[config.mk]
export PLATFORM = sky130hd
export DESIGN_NAME = selftest_seq
export DESIGN_NICKNAME = d
export VERILOG_FILES = /design/src/rtl/selftest_pkg.sv /design/src/rtl/selftest_ctrl.sv /design/src/rtl/selftest_dp.sv /design/src/rtl/selftest_seq.sv
export SDC_FILE = /design/constraint.sdc
export NUM_CORES = 1
export LEC_CHECK = 0
export ABC_AREA = 1
export ABC_CLOCK_PERIOD_IN_PS = 3300
export BUFFER_PORTS_ARGS = -buffer_cell sky130_fd_sc_hd__buf_2
export CAP_MARGIN = 20
export CORE_ASPECT_RATIO = 0.9
export CORE_MARGIN = 3
export CORE_UTILIZATION = 59
export CTS_CLUSTER_SIZE = 30
export DETAILED_ROUTE_END_ITERATION = 16
export PLACE_DENSITY = 0.84
export SYNTH_ARGS = -nofsm -noshare
export SYNTH_HDL_FRONTEND = slang
export SYNTH_SLANG_ARGS = --single-unit
[constraint.sdc]
create_clock -name clk -period 3.3 [get_ports clk]
set_clock_uncertainty 0.1 [all_clocks]
set_input_delay 0.33 -clock clk [delete_from_list [all_inputs] [get_ports clk]]
set_output_delay 0.33 -clock clk [all_outputs]
set_load 0.005 [all_outputs]
[src/rtl/selftest_pkg.sv]
package selftest_pkg;

  localparam int STIM_W = 16;
  localparam logic [STIM_W-1:0] LFSR_SEED = 16'hACE1;
  localparam logic [STIM_W-1:0] CONC_MASK = 16'h5A3C;

  typedef logic [STIM_W-1:0] word_t;

  typedef enum logic [1:0] {
    PH_IDLE  = 2'd0,
    PH_RUN   = 2'd1,
    PH_FLUSH = 2'd2
  } phase_e;

  // strobes from the scheduler to the datapath
  typedef struct packed {
    logic winStart;  // window begins at the coming edge
    logic stimEn;    // stimulus word presented this cycle
    logic blank;     // window or flush in progress
  } ctrlStrobe_t;

  function automatic word_t lfsrStep(input word_t s);
    return {s[STIM_W-2:0], s[15] ^ s[13] ^ s[12] ^ s[10]};
  endfunction

  function automatic word_t trigModel(input word_t x);
    return x ^ {x[STIM_W-2:0], 1'b0};
  endfunction

  function automatic word_t concModel(input word_t y);
    return {y[7:0], y[15:8]} ^ CONC_MASK;
  endfunction

  function automatic word_t expectWord(input word_t x);
    return concModel(trigModel(x));
  endfunction

endpackage

[src/rtl/selftest_ctrl.sv]
module selftest_ctrl
  import selftest_pkg::*;
#(
  parameter int PERIOD    = 1000,
  parameter int WIN       = 88,
  parameter int FLUSH_CYC = 4,
  parameter int REC_W     = 8
) (
  input  logic             clk,
  input  logic             rst,
  input  logic             autoMode,
  input  logic             peerReq,
  output ctrlStrobe_t      strobe,
  output logic             testDone,
  output logic [REC_W-1:0] autoRunCnt
);

  localparam int GAP_W = (PERIOD > 1) ? $clog2(PERIOD) : 1;
  localparam int PH_W  = $clog2(WIN + FLUSH_CYC + 1);
  localparam logic [GAP_W-1:0] GAP_LAST = GAP_W'(PERIOD - 1);
  localparam logic [PH_W-1:0]  RUN_LAST = PH_W'(WIN - 1);
  localparam logic [PH_W-1:0]  FL_LAST  = PH_W'(FLUSH_CYC - 1);
  localparam logic [REC_W-1:0] REC_MAX  = '1;

  phase_e           phase;
  logic [PH_W-1:0]  phCnt;
  logic [GAP_W-1:0] gapCnt;
  logic             pending;
  logic             gapReady;
  logic             reqSeen;
  logic             startNow;

  assign gapReady = (gapCnt == GAP_LAST);
  assign reqSeen  = pending | peerReq;
  assign startNow = (phase == PH_IDLE) && gapReady && (autoMode || reqSeen);

  // spacing between window starts, and held peer requests
  always_ff @(posedge clk) begin
    if (rst) begin
      gapCnt  <= GAP_LAST;
      pending <= 1'b0;
    end else begin
      pending <= startNow ? 1'b0 : reqSeen;
      if (startNow)
        gapCnt <= '0;
      else if (!gapReady)
        gapCnt <= gapCnt + 1'b1;
    end
  end

  // window and flush phases
  always_ff @(posedge clk) begin
    if (rst) begin
      phase <= PH_IDLE;
      phCnt <= '0;
    end else begin
      unique case (phase)
        PH_IDLE: begin
          if (startNow) begin
            phase <= PH_RUN;
            phCnt <= '0;
          end
        end
        PH_RUN: begin
          if (phCnt == RUN_LAST) begin
            phase <= PH_FLUSH;
            phCnt <= '0;
          end else begin
            phCnt <= phCnt + 1'b1;
          end
        end
        PH_FLUSH: begin
          if (phCnt == FL_LAST) begin
            phase <= PH_IDLE;
            phCnt <= '0;
          end else begin
            phCnt <= phCnt + 1'b1;
          end
        end
        default: begin
          phase <= PH_IDLE;
          phCnt <= '0;
        end
      endcase
    end
  end

  // record of windows the timer started by itself
  always_ff @(posedge clk) begin
    if (rst)
      autoRunCnt <= '0;
    else if (startNow && !reqSeen && (autoRunCnt != REC_MAX))
      autoRunCnt <= autoRunCnt + 1'b1;
  end

  always_comb begin
    strobe.winStart = startNow;
    strobe.stimEn   = (phase == PH_RUN);
    strobe.blank    = (phase != PH_IDLE);
  end

  assign testDone = (phase == PH_FLUSH) && (phCnt == FL_LAST);

endmodule

[src/rtl/selftest_dp.sv]
module selftest_dp
  import selftest_pkg::*;
#(
  parameter int TRIG_W   = 32,
  parameter int RESP_LAT = 3,
  parameter int ERR_W    = 8
) (
  input  logic              clk,
  input  logic              rst,
  input  ctrlStrobe_t       strobe,
  input  logic              trigInValid,
  input  logic [TRIG_W-1:0] trigInData,
  output logic              trigOutValid,
  output logic [TRIG_W-1:0] trigOutData,
  output logic              testStimValid,
  output word_t             testStimData,
  input  logic              testRespValid,
  input  word_t             testRespData,
  output logic              faultFlag,
  output logic [ERR_W-1:0]  errCnt
);

  localparam int LAST = RESP_LAT - 1;
  localparam logic [ERR_W-1:0] ERR_MAX = '1;

  word_t lfsr;
  logic  refV [RESP_LAT];
  word_t refD [RESP_LAT];
  logic  mismatch;

  // stimulus generator, restarted at every window
  always_ff @(posedge clk) begin
    if (rst || strobe.winStart)
      lfsr <= LFSR_SEED;
    else if (strobe.stimEn)
      lfsr <= lfsrStep(lfsr);
  end

  assign testStimValid = strobe.stimEn;
  assign testStimData  = lfsr;

  // reference copy of the tested chain, delayed to the response slot
  always_ff @(posedge clk) begin
    if (rst) begin
      for (int i = 0; i < RESP_LAT; i++) begin
        refV[i] <= 1'b0;
        refD[i] <= '0;
      end
    end else begin
      refV[0] <= strobe.stimEn;
      refD[0] <= expectWord(lfsr);
      for (int i = 1; i < RESP_LAT; i++) begin
        refV[i] <= refV[i-1];
        refD[i] <= refD[i-1];
      end
    end
  end

  assign mismatch = refV[LAST] && (!testRespValid || (testRespData != refD[LAST]));

  always_ff @(posedge clk) begin
    if (rst) begin
      errCnt    <= '0;
      faultFlag <= 1'b0;
    end else begin
      if (mismatch && (errCnt != ERR_MAX))
        errCnt <= errCnt + 1'b1;
      if (strobe.winStart)
        faultFlag <= 1'b0;
      else if (mismatch)
        faultFlag <= 1'b1;
    end
  end

  // normal trigger path, blanked for the window and its flush
  always_ff @(posedge clk) begin
    if (rst) begin
      trigOutValid <= 1'b0;
      trigOutData  <= '0;
    end else begin
      trigOutValid <= trigInValid && !strobe.blank;
      trigOutData  <= trigInData;
    end
  end

endmodule

[src/rtl/selftest_seq.sv]
module selftest_seq
  import selftest_pkg::*;
#(
  parameter int CLK_HZ    = 40_000_000,
  parameter int RATE_HZ   = 10,
  parameter int WIN_US    = 88,
  parameter int FLUSH_CYC = 4,
  parameter int RESP_LAT  = 3,
  parameter int TRIG_W    = 32,
  parameter int ERR_W     = 8,
  parameter int REC_W     = 8
) (
  input  logic              clk,
  input  logic              rst,
  input  logic              autoMode,
  input  logic              peerReq,
  input  logic              trigInValid,
  input  logic [TRIG_W-1:0] trigInData,
  output logic              trigOutValid,
  output logic [TRIG_W-1:0] trigOutData,
  output logic              testStimValid,
  output logic [15:0]       testStimData,
  input  logic              testRespValid,
  input  logic [15:0]       testRespData,
  output logic              busy,
  output logic              testDone,
  output logic              faultFlag,
  output logic [ERR_W-1:0]  errCnt,
  output logic [REC_W-1:0]  autoRunCnt
);

  localparam longint WIN_L  = (longint'(CLK_HZ) * longint'(WIN_US)) / 64'd1_000_000;
  localparam int     WIN    = int'(WIN_L);
  localparam int     PERIOD = CLK_HZ / RATE_HZ;

  ctrlStrobe_t strobe;

  selftest_ctrl #(
    .PERIOD   (PERIOD),
    .WIN      (WIN),
    .FLUSH_CYC(FLUSH_CYC),
    .REC_W    (REC_W)
  ) i_ctrl (
    .clk       (clk),
    .rst       (rst),
    .autoMode  (autoMode),
    .peerReq   (peerReq),
    .strobe    (strobe),
    .testDone  (testDone),
    .autoRunCnt(autoRunCnt)
  );

  selftest_dp #(
    .TRIG_W  (TRIG_W),
    .RESP_LAT(RESP_LAT),
    .ERR_W   (ERR_W)
  ) i_dp (
    .clk          (clk),
    .rst          (rst),
    .strobe       (strobe),
    .trigInValid  (trigInValid),
    .trigInData   (trigInData),
    .trigOutValid (trigOutValid),
    .trigOutData  (trigOutData),
    .testStimValid(testStimValid),
    .testStimData (testStimData),
    .testRespValid(testRespValid),
    .testRespData (testRespData),
    .faultFlag    (faultFlag),
    .errCnt       (errCnt)
  );

  assign busy = strobe.blank;

endmodule

==> metrics.txt, run 1 <==
Worst setup SP type=flip-flop; dpl hpwl=9.52 mm; Worst-Skew Late Latency=0.41 ns; final wirelength=approximately 14 mm; register area share after synthesis=48.0%; port bufs=122; Top FF cell, synth=dfxtp_1; Pins Over Slew Limit=0; status=complete, no violations; Setup CP Type=flip-flop to flip-flop; Mapped Avg Cell Area=7.37 sq um; WL/cell=around 12 microns; Slowest-stage cell, CP=dfxtp_1; LEAKAGE=0.00384 uW; Die H=~100 microns; Peak VDD IR=0.514 mV; Worst setup EP type=flip-flop; Sink Count=154; Post-layout nets=1054; synth top area cells=dfxtp_1 (48%), nor2_1 (9.5%), nand2_1 (9.0%); clock buffer depth=2; PD cells=667 nW/um^2; area leader, netlist=dfxtp_1; largest net degree at the start of global routing=65; gpl congestion=0.916; CP most frequent cell=nand3_1; Hold Buf Count CTS=0; Setup Fix Bufs, Post-CTS=0; critical path arrival=2.33 ns; Max Cap Viol=0; Hold WC Path Type=input port to flip-flop; Fin. Hold Viols=0; count of standard-cell rows=35; total CTS buffers=17; yosys warns=0; ANT cells=0; core area=around 10000 sq um; Seq cells post-synth=154; Final Critical Period=between 2 and 2.5 ns; Synth top cells by count=nor2_1 (163), dfxtp_1 (154), nand2_1 (154), inv_1 (151), nand3_1 (46); Tightest Pin Transition=0.999 ns; vias per cell=4.96; Via Count=5628; TNS Setup=0 ns; first-pass GRT wire length=23.6 mm; chip width=116 microns; Post-Syn Nets=933; Max-slew headroom=roughly a third; vias in the first global route=~5200; initial antenna violation count=0; IO Pins=approximately 120; # resized after CTS=0; post-route ant nets=0; crit-path cells=ha_1 > nand3_4 > nor2_8 > nand3_1 > nor3_2 > nor2_1 > inv_1 > nand3_1; FFs w/ async S/R, synth=0%; Synth Cell Area=around 6400 sq um; root buffer cell=clkbuf_16; initial core utilization=61.6%; fmax=459 MHz; share of layout cells above drive strength 1=between 10% and 20%; Syn Inst Count=871; CTS tree=built; DRT Pass-1 Iters=5; grt total ovfl=0; gr usage total=a little under a quarter; Placed Area=7110 sq um; Final period util=66.0%; CTS H-tree lvls=4; share of the synthesized area in the top cell type=48.0%; CTS clock-pin slew for the worst setup and hold paths=~0.06 ns; RSZ-0062 raised after global routing=false; EDFF count, synth=0; area grow syn2layout=19.8%; full die area=approximately 12000 sq um; CP Max Fanout=7; Hold Path Stages=3; # setup viols final=0; 1st-iter DRT viols=409; fin area=7690 sq um; Final Util=73.8%; max incr delay on CP=~0.38 ns; most common cell in the netlist=nor2_1; Worst Reg-to-Reg Cells=8; CP Data Required Time=3.45 ns; synth unique cells=37; DR DRC count=0
[sequential cells by signal, indices dropped and copies added (netlist names), 2 cells and up]
signal	flops
i_ctrl.gapCnt	22
i_dp.errCnt	8
i_dp.testStimData	16
i_ctrl.autoRunCnt	8
i_ctrl.phCnt	12
i_dp.refD	48
i_ctrl.phase	2
i_dp.trigOutData	32
i_dp.refV	3
[per-layer routing]
metal / routed length [microns] / up-vias / track usage [%]
li1: - / 2914 / -
met1: 5940 / 2526 / 29.9
met2: 6860 / 169 / 39.6
met3: 808 / 19 / 5.79
met4: 214 / 0 / 7.37
met5: 0 / - / 0
[metrics by stage]
stage	worst slack, ns	std cells	power, uW	hold WS, ns
2_1_floorplan	1.51	871	2980	0.288
3_3_place_gp	1.24	1102	3220	0.289
3_5_place_dp	1.18	1102	3240	0.294
4_1_cts	1.15	1134	5150	0.000999
5_1_grt	0.912	1134	5410	0.00838
6_report	1.12	1134	5130	0.0126
[final cells by class]
class / instances / area (sq um)
Sequential cell: 154 / 3080
Fill cell: 830 / 2730
Multi-Input combinational cell: 538 / 2650
Timing Repair Buffer: 124 / 628
Inverter: 157 / 589
Clock buffer: 20 / 447
Tap cell: 129 / 161
Clock inverter: 12 / 138
[worst paths after layout]
check	startpoint	endpoint	slack, ns
setup reg to reg	i_ctrl.gapCnt[1]	i_ctrl.gapCnt[11]	1.12
setup / recovery	i_ctrl.gapCnt[1]	i_ctrl.gapCnt[11]	1.12
hold reg to reg	i_dp.refD[0][13]	i_dp.refD[0][29]	0.30
hold / removal	trigInData[29]	i_dp.trigOutData[29]	0.01
[cells by family after synthesis]
| logic type | after synthesis | share of synthesized area [%] |
|---|---|---|
| buffers and inverters | 179 | 10.8 |
| AOI/OAI and AO/OA | 77 | 6.49 |
| DFF | 154 | 48.0 |
| and+or+nand+nor | 420 | 28.7 |
| adders and majority gates | 8 | 1.56 |
| xor gates and xnor gates | 33 | 4.50 |
[layout by cell type, fill, tap and decap left out, types with 14 or more instances in the layout]
master,instances
nand3_1,46
nand4_1,23
xnor2_1,14
buf_2,121
xor2_1,19
a21oi_1,42
nor2_1,163
nand2_1,154
o21ai_0,20
dfxtp_1,154
inv_1,151
clkbuf_16,17
[power by group]
part           total (uW)  leakage (uW)  internal [uW]  switching (uW)
combinational         965       0.00229            376             589
clock                1910      0.000287           1140             762
sequential           2260       0.00126           2090             169
total                5130       0.00384           3610            1520
[critical path, delay by kind of cell, from the launching register on]
kind                     cells  cell delay, ns
adder cells (fa/ha/maj)      1            0.26
flip-flops                   1            0.38
buffers and inverters        1            0.13
AND/OR/NAND/NOR              6            1.15
(Power assumes the default switching activity.)
==> run 2, diff against run 1 <==
--- a/config.mk
+++ b/config.mk
@@ -6,15 +6,15 @@
 export NUM_CORES = 1
 export LEC_CHECK = 0
 export ABC_AREA = 1
-export ABC_CLOCK_PERIOD_IN_PS = 3300
+export ABC_CLOCK_PERIOD_IN_PS = 2000
 export BUFFER_PORTS_ARGS = -buffer_cell sky130_fd_sc_hd__buf_2
 export CAP_MARGIN = 20
 export CORE_ASPECT_RATIO = 0.9
 export CORE_MARGIN = 3
-export CORE_UTILIZATION = 59
+export CORE_UTILIZATION = 50
 export CTS_CLUSTER_SIZE = 30
 export DETAILED_ROUTE_END_ITERATION = 16
-export PLACE_DENSITY = 0.84
+export PLACE_DENSITY = 0.76
 export SYNTH_ARGS = -nofsm -noshare
 export SYNTH_HDL_FRONTEND = slang
 export SYNTH_SLANG_ARGS = --single-unit
==> constraint.sdc (replaced) <==
create_clock -name clk -period 2 [get_ports clk]
set_clock_uncertainty 0.1 [all_clocks]
set_input_delay 0.2 -clock clk [delete_from_list [all_inputs] [get_ports clk]]
set_output_delay 0.2 -clock clk [all_outputs]
set_load 0.005 [all_outputs]
==> run 2 against run 1 <==
  * Setup slack lost 1.0 ns
  * First-iteration DRC count is 32% lower
  * Cell area increased by 7.5%
  * Sequential power up 65%
  * Largest power group unchanged
  * Highest routed layer unchanged
==> metrics.txt, run 2 (synthesis results as in run 1) <==
status=complete, no violations (unchanged); max incr delay on CP=0.32 ns (was 0.38 ns); dpl hpwl=9.99 mm (was 9.52 mm); vias per cell=4.76 (was 4.96); Final Non-Filler Cells=1216 (was 1134); fillcell total=1024 (was 830); fin worst setup slack=0.125 ns (was 1.12 ns); Fin. Hold Viols=0 (unchanged); gpl congestion=0.889 (was 0.916); Tightest Pin Transition=0.621 ns (was 0.999 ns); initial core utilization=52.1% (was 61.6%); Sink Count=154 (unchanged); core area=12300 sq um (was 10400 sq um); Top reg by flops=i_dp.refD (unchanged); dpl ws=0.0262 ns (was 1.18 ns); Placed Area=7270 sq um (was 7110 sq um); share of layout cells above drive strength 1=19.3% (was 17.7%); Largest regs=i_dp.refD x48, i_dp.trigOutData x32, i_ctrl.gapCnt x22 (unchanged); Max Cap Viol=0 (unchanged); post-route ant nets=0 (unchanged); Die H=114 microns (was 105 microns); IO Pins=123 (unchanged); critical path's top delay family=buffers and inverters (was simple AND/OR/NAND/NOR gates); Largest register FFs=48 (unchanged); area grow syn2layout=28.8% (was 19.8%); final wirelength=14.5 mm (was 13.8 mm); CTS clock-pin slew for the worst setup and hold paths=0.06 ns (about the same); fmax=around 530 MHz; largest net degree at the start of global routing=66 (was 65); 1st-iter DRT viols=277 (was 409); Final Critical Period=1.87 ns; DR DRC count=0 (unchanged); Peak VDD IR=0.780 mV (was 0.514 mV); Final period util=~94%; CP Data Required Time=1.70 ns (was 3.45 ns); initial antenna violation count=0 (unchanged); count of standard-cell rows=38 (was 35); Worst setup EP type=output pin (was flip-flop); Max-slew headroom=58.6% (was 33.3%); WL/cell=12.0 microns (was 12.2 microns); crit-path cells=inv_1 > ha_4 > inv_1 > nor4_4 > buf_2 (was ha_1 > nand3_4 > nor2_8 > nand3_1 > nor3_2 > nor2_1 > inv_1 > nand3_1); LEAKAGE=0.00407 uW (was 0.00384 uW); clock buffer depth=2 (unchanged); full die area=14200 sq um (was 12200 sq um); PD cells=1050 nW/um^2 (was 667 nW/um^2); Worst-Skew Late Latency=0.42 ns (was 0.41 ns); commonest non-fill, non-tap cell in the layout=nor2_1 (unchanged); most frequent cells in the layout=nor2_1 (160), dfxtp_1 (154), nand2_1 (153) (was nor2_1 (163), nand2_1 (154), dfxtp_1 (154)); CP Max Fanout=4 (was 7); vias in the first global route=5418 (was 5163); TNS Setup=0 ns (unchanged); first-pass GRT wire length=24.8 mm (was 23.6 mm); Via Count=5788 (was 5628); root buffer cell=clkbuf_16 (unchanged); CTS tree=built (unchanged); ANT cells=0 (unchanged); Pins Over Slew Limit=0 (unchanged); CP most frequent cell=inv_1 (was nand3_1); grt total ovfl=0 (unchanged); # setup viols final=0 (unchanged); port bufs=122 (unchanged); Hold WC Path Type=input port to flip-flop (unchanged); CTS H-tree lvls=4 (unchanged); Worst Path Buf+Inv=3 (was 1); gr usage total=21.1% (was 23.7%); Post-layout nets=1106 (was 1054); critical path arrival=1.57 ns (was 2.33 ns); total CTS buffers=17 (unchanged); DRT Pass-1 Iters=5 (unchanged); fin area=8270 sq um (was 7690 sq um); chip width=125 microns (was 116 microns); Worst setup SP type=flip-flop (unchanged); placed cell count=1149 (was 1102); Slowest-stage cell, CP=dfxtp_1 (unchanged); Setup CP Type=flip-flop to output pin (was flip-flop to flip-flop)
run 2: cell types whose count changed in the layout (fill, tap and decap cells not counted), sizes merged:
| cell | change |
|---|---|
| clkbuf | -1 |
| inv | +1 |
| clkinvlp | +1 |
| buf | +17 |
| clkinv | -2 |
| dlygate4sd3 | +35 |
run 2: tightest hold or removal path: cells and delay by family:
kind / cells / cell delay (ns)
simple gates: 2 / 0.13
buf+inv: 2 / 0.24
run 2: layout make-up:
class	count	area [sq um]	area share, %
flip-flops and latches	154	3080	37.3
multi-input cells	538	2710	32.8
well taps	160	200	2.42
inverters	157	592	7.15
clock inverters	12	138	1.66
clock buffers	19	443	5.35
repair buffers	176	1110	13.4
run 2: final timing paths:
kind              slack (ns)             start          endpoint  cells after the start
setup / recovery        0.13   i_ctrl.phase[0]          testDone                      5
hold reg to reg         0.30   i_dp.refD[0][9]  i_dp.refD[0][25]                      2
hold / removal          0.08           peerReq    i_ctrl.pending                      4
setup reg to reg        0.14  i_ctrl.gapCnt[1]   i_ctrl.phase[1]                     10
run 2: through the flow:
| step | power, uW | util, % | hold slack [ns] |
|---|---|---|---|
| 2_1_floorplan | 4910 | - | 0.207 |
| 3_3_place_gp | 5410 | 59.0 | 0.289 |
| 3_5_place_dp | 5450 | 59.0 | 0.292 |
| 4_1_cts | 8680 | 66.6 | 0.0630 |
| 5_1_grt | 9150 | 67.2 | 0.0925 |
| 6_report | 8650 | 67.2 | 0.0843 |
run 2: power breakdown:
part / switching [uW] / internal (uW) / total [uW]
logic: 1030 / 747 / 1770
registers: 291 / 3450 / 3740
clock network: 1260 / 1880 / 3140
run 2: repair_timing:
item,CTS,global route
endpoints found under the setup margin,0,44
buffers inserted,0,1
gates resized for setup,0,15
endpoints found under the hold margin,34,0
hold buffers,35,0
run 2: routing by layer:
layer / vias up / global-route usage (%) / routed length [microns]
li1: 3034 / - / -
met1: 2601 / 26.4 / 6530
met2: 134 / 35.5 / 7070
met3: 19 / 4.63 / 669
met4: 0 / 8.89 / 264
met5: - / 0 / 0
==> run 3, diff against run 2 <==
--- a/config.mk
+++ b/config.mk
@@ -9,8 +9,6 @@
 export ABC_CLOCK_PERIOD_IN_PS = 2000
 export BUFFER_PORTS_ARGS = -buffer_cell sky130_fd_sc_hd__buf_2
 export CAP_MARGIN = 20
-export CORE_ASPECT_RATIO = 0.9
-export CORE_MARGIN = 3
 export CORE_UTILIZATION = 50
 export CTS_CLUSTER_SIZE = 30
 export DETAILED_ROUTE_END_ITERATION = 16
@@ -18,3 +16,4 @@
 export SYNTH_ARGS = -nofsm -noshare
 export SYNTH_HDL_FRONTEND = slang
 export SYNTH_SLANG_ARGS = --single-unit
+export TNS_END_PERCENT = 20
==> run 3 against run 2 <==
  * Critical path depth did not move
  * Cell area grew 0.42%
  * Non-clock buffer count fell by 6
  * First-iteration DRC count grew 24%
==> metrics.txt, run 3 (synthesis results as in run 1) <==
DR DRC count=0 (unchanged); Worst Reg-to-Reg Cells=9 (was 10); vias in the first global route=5137 (was 5418); Worst Path Buf+Inv=3 (unchanged); Hold WS=0.0673 ns (was 0.0843 ns); Setup Fix Bufs, Post-CTS=0 (unchanged); final wirelength=14.3 mm (was 14.5 mm); Sink Count=154 (unchanged); Gate power share=19.1% (was 20.5%); Final Critical Period=1.93 ns (was 1.87 ns); count of standard-cell rows=41 (was 38); Fin. Hold Viols=0 (unchanged); post-route ant nets=0 (unchanged); Largest regs=i_dp.refD x48, i_dp.trigOutData x32, i_ctrl.gapCnt x22 (unchanged); Via Count=5758 (was 5788); port bufs=122 (unchanged); Worst setup SP type=flip-flop (unchanged); fmax=518 MHz (was 533 MHz); first-pass GRT wire length=23.0 mm (was 24.8 mm); min-delay src=rst (was peerReq); Setup CP Type=flip-flop to output pin (unchanged); status=complete, no violations (unchanged); dpl ws=0.00153 ns (was 0.0262 ns); Max-slew headroom=69.0% (was 58.6%); gr usage total=22.1% (was 21.1%); largest net degree at the start of global routing=73 (was 66); reg2reg end=i_ctrl.gapCnt[8] (was i_ctrl.phase[1]); Largest register FFs=48 (unchanged); Worst Hold End=i_dp.refV[0][0] (was i_ctrl.pending); Max Cap Viol=0 (unchanged); dpl hpwl=9.24 mm (was 9.99 mm); CP Data Required Time=1.70 ns (about the same); critical path's top delay family=buffers and inverters (unchanged); IO Pins=123 (unchanged); 1st-iter DRT viols=344 (was 277); WL/cell=11.7 microns (was 12.0 microns); Hold WC Path Type=input port to flip-flop (unchanged); TNS Setup=0 ns (unchanged); grt total ovfl=0 (unchanged); critical path arrival=1.63 ns (was 1.57 ns); Worst setup EP type=output pin (unchanged); Pins Over Slew Limit=0 (unchanged); total CTS buffers=17 (unchanged); full die area=13300 sq um (was 14200 sq um); Top reg by flops=i_dp.refD (unchanged); Worst-Skew Late Latency=0.42 ns (about the same); commonest non-fill, non-tap cell in the layout=nor2_1 (unchanged); Post-layout nets=1100 (was 1106); root buffer cell=clkbuf_16 (unchanged); core area=12600 sq um (was 12300 sq um); share of layout cells above drive strength 1=19.2% (was 19.3%); max incr delay on CP=0.32 ns (about the same); Tightest Pin Transition=0.464 ns (was 0.621 ns); Slowest-stage cell, CP=dfxtp_1 (unchanged); CTS H-tree lvls=4 (unchanged); sw frac=28.6% (was 29.8%); Flop pwr share=41.4% (was 43.3%); chip width=115 microns (was 125 microns); Clock Power Share=39.4% (was 36.2%); LEAKAGE=0.00408 uW (was 0.00407 uW); Final period util=96.6% (was 93.7%); initial antenna violation count=0 (unchanged); crit-path cells=inv_1 > ha_2 > inv_1 > nor4_2 > buf_2 (was inv_1 > ha_4 > inv_1 > nor4_4 > buf_2); most frequent cells in the layout=nor2_1 (162), nand2_1 (153), dfxtp_1 (152) (was nor2_1 (160), dfxtp_1 (154), nand2_1 (153)); fillcell total=1049 (was 1024); PD cells=1090 nW/um^2 (was 1050 nW/um^2); Pint=6440 uW (was 6080 uW); r2r setup slk=0.14 ns (about the same); CP most frequent cell=inv_1 (unchanged); RSZ-0062 raised after global routing=true; DRT Pass-1 Iters=6 (was 5); CTS clock-pin slew for the worst setup and hold paths=0.06 ns (about the same); P_sw=2580 uW (was 2570 uW); clock buffer depth=2 (unchanged); worst r2r src=i_ctrl.phase[0] (was i_ctrl.gapCnt[1]); CP Max Fanout=4 (unchanged); CTS tree=built (unchanged); # setup viols final=0 (unchanged); ANT cells=0 (unchanged); area grow syn2layout=29.4% (was 28.8%); vias per cell=4.71 (was 4.76); Die H=115 microns (was 114 microns); fin worst setup slack=0.0688 ns (was 0.125 ns); Peak VDD IR=0.510 mV (was 0.780 mV); initial core utilization=51.1% (was 52.1%); Hold Path Stages=2 (was 4); gpl congestion=0.919 (was 0.889)
## run 3: how the worst max path moves through the flow
stage / start / end / slack (ns) / depth (start not counted)
floorplan: i_ctrl.phase[0] / i_ctrl.phCnt[0] / 0.21 / 10
global placement: i_ctrl.autoRunCnt[0] / i_ctrl.autoRunCnt[0] / 0.08 / 8
detailed placement: i_ctrl.gapCnt[0] / i_ctrl.phase[0] / 0.002 / 10
CTS: i_ctrl.autoRunCnt[0] / i_ctrl.autoRunCnt[0] / 0.02 / 8
global route: i_ctrl.autoRunCnt[0] / i_ctrl.autoRunCnt[1] / -0.05 / 8
finish: i_ctrl.phase[0] / testDone / 0.07 / 5
## run 3: per-stage QoR
stage	instances	power (uW)	util [%]	cell area, sq um
after global routing	1223	9490	66.1	8310
after global placement	1158	5380	57.9	7270
after floorplan	871	4910	-	6420
final	1223	9020	66.1	8310
after detailed placement	1158	5420	57.9	7270
after CTS	1223	9040	65.7	8260
## run 3: repair_timing
action,CTS,global route
pin swaps,0,1
resized for setup,1,11
endpoints found under the hold margin,33,0
hold buffers,33,0
setup endpoints to repair,2,52
gates cloned,0,0
## run 3: layout make-up
class / count / area (sq um) / share of cell area [%]
Sequential cell: 154 / 3090 / 37.1
Multi-Input combinational cell: 538 / 2690 / 32.4
Timing Repair Buffer: 170 / 1070 / 12.9
Inverter: 157 / 589 / 7.09
Clock buffer: 20 / 447 / 5.38
Tap cell: 172 / 215 / 2.59
Clock inverter: 12 / 210 / 2.53
## run 3: power groups by stage
stage	sequential (uW)	clock (uW)	combinational, uW
floorplan	3740	0	1170
global placement	3780	0	1600
detailed placement	3790	0	1620
CTS	3730	3610	1700
global route	3790	3740	1960
finish	3740	3560	1720
## run 3: routing by layer
layer  vias to the layer above  share of wire, %  GRT usage [%]
li1                       3018                 -              -
met1                      2587                44           26.2
met2                       128                50           38.0
met3                        25               4.0           5.22
met4                         0               2.0           9.87
met5                         -                 0              0
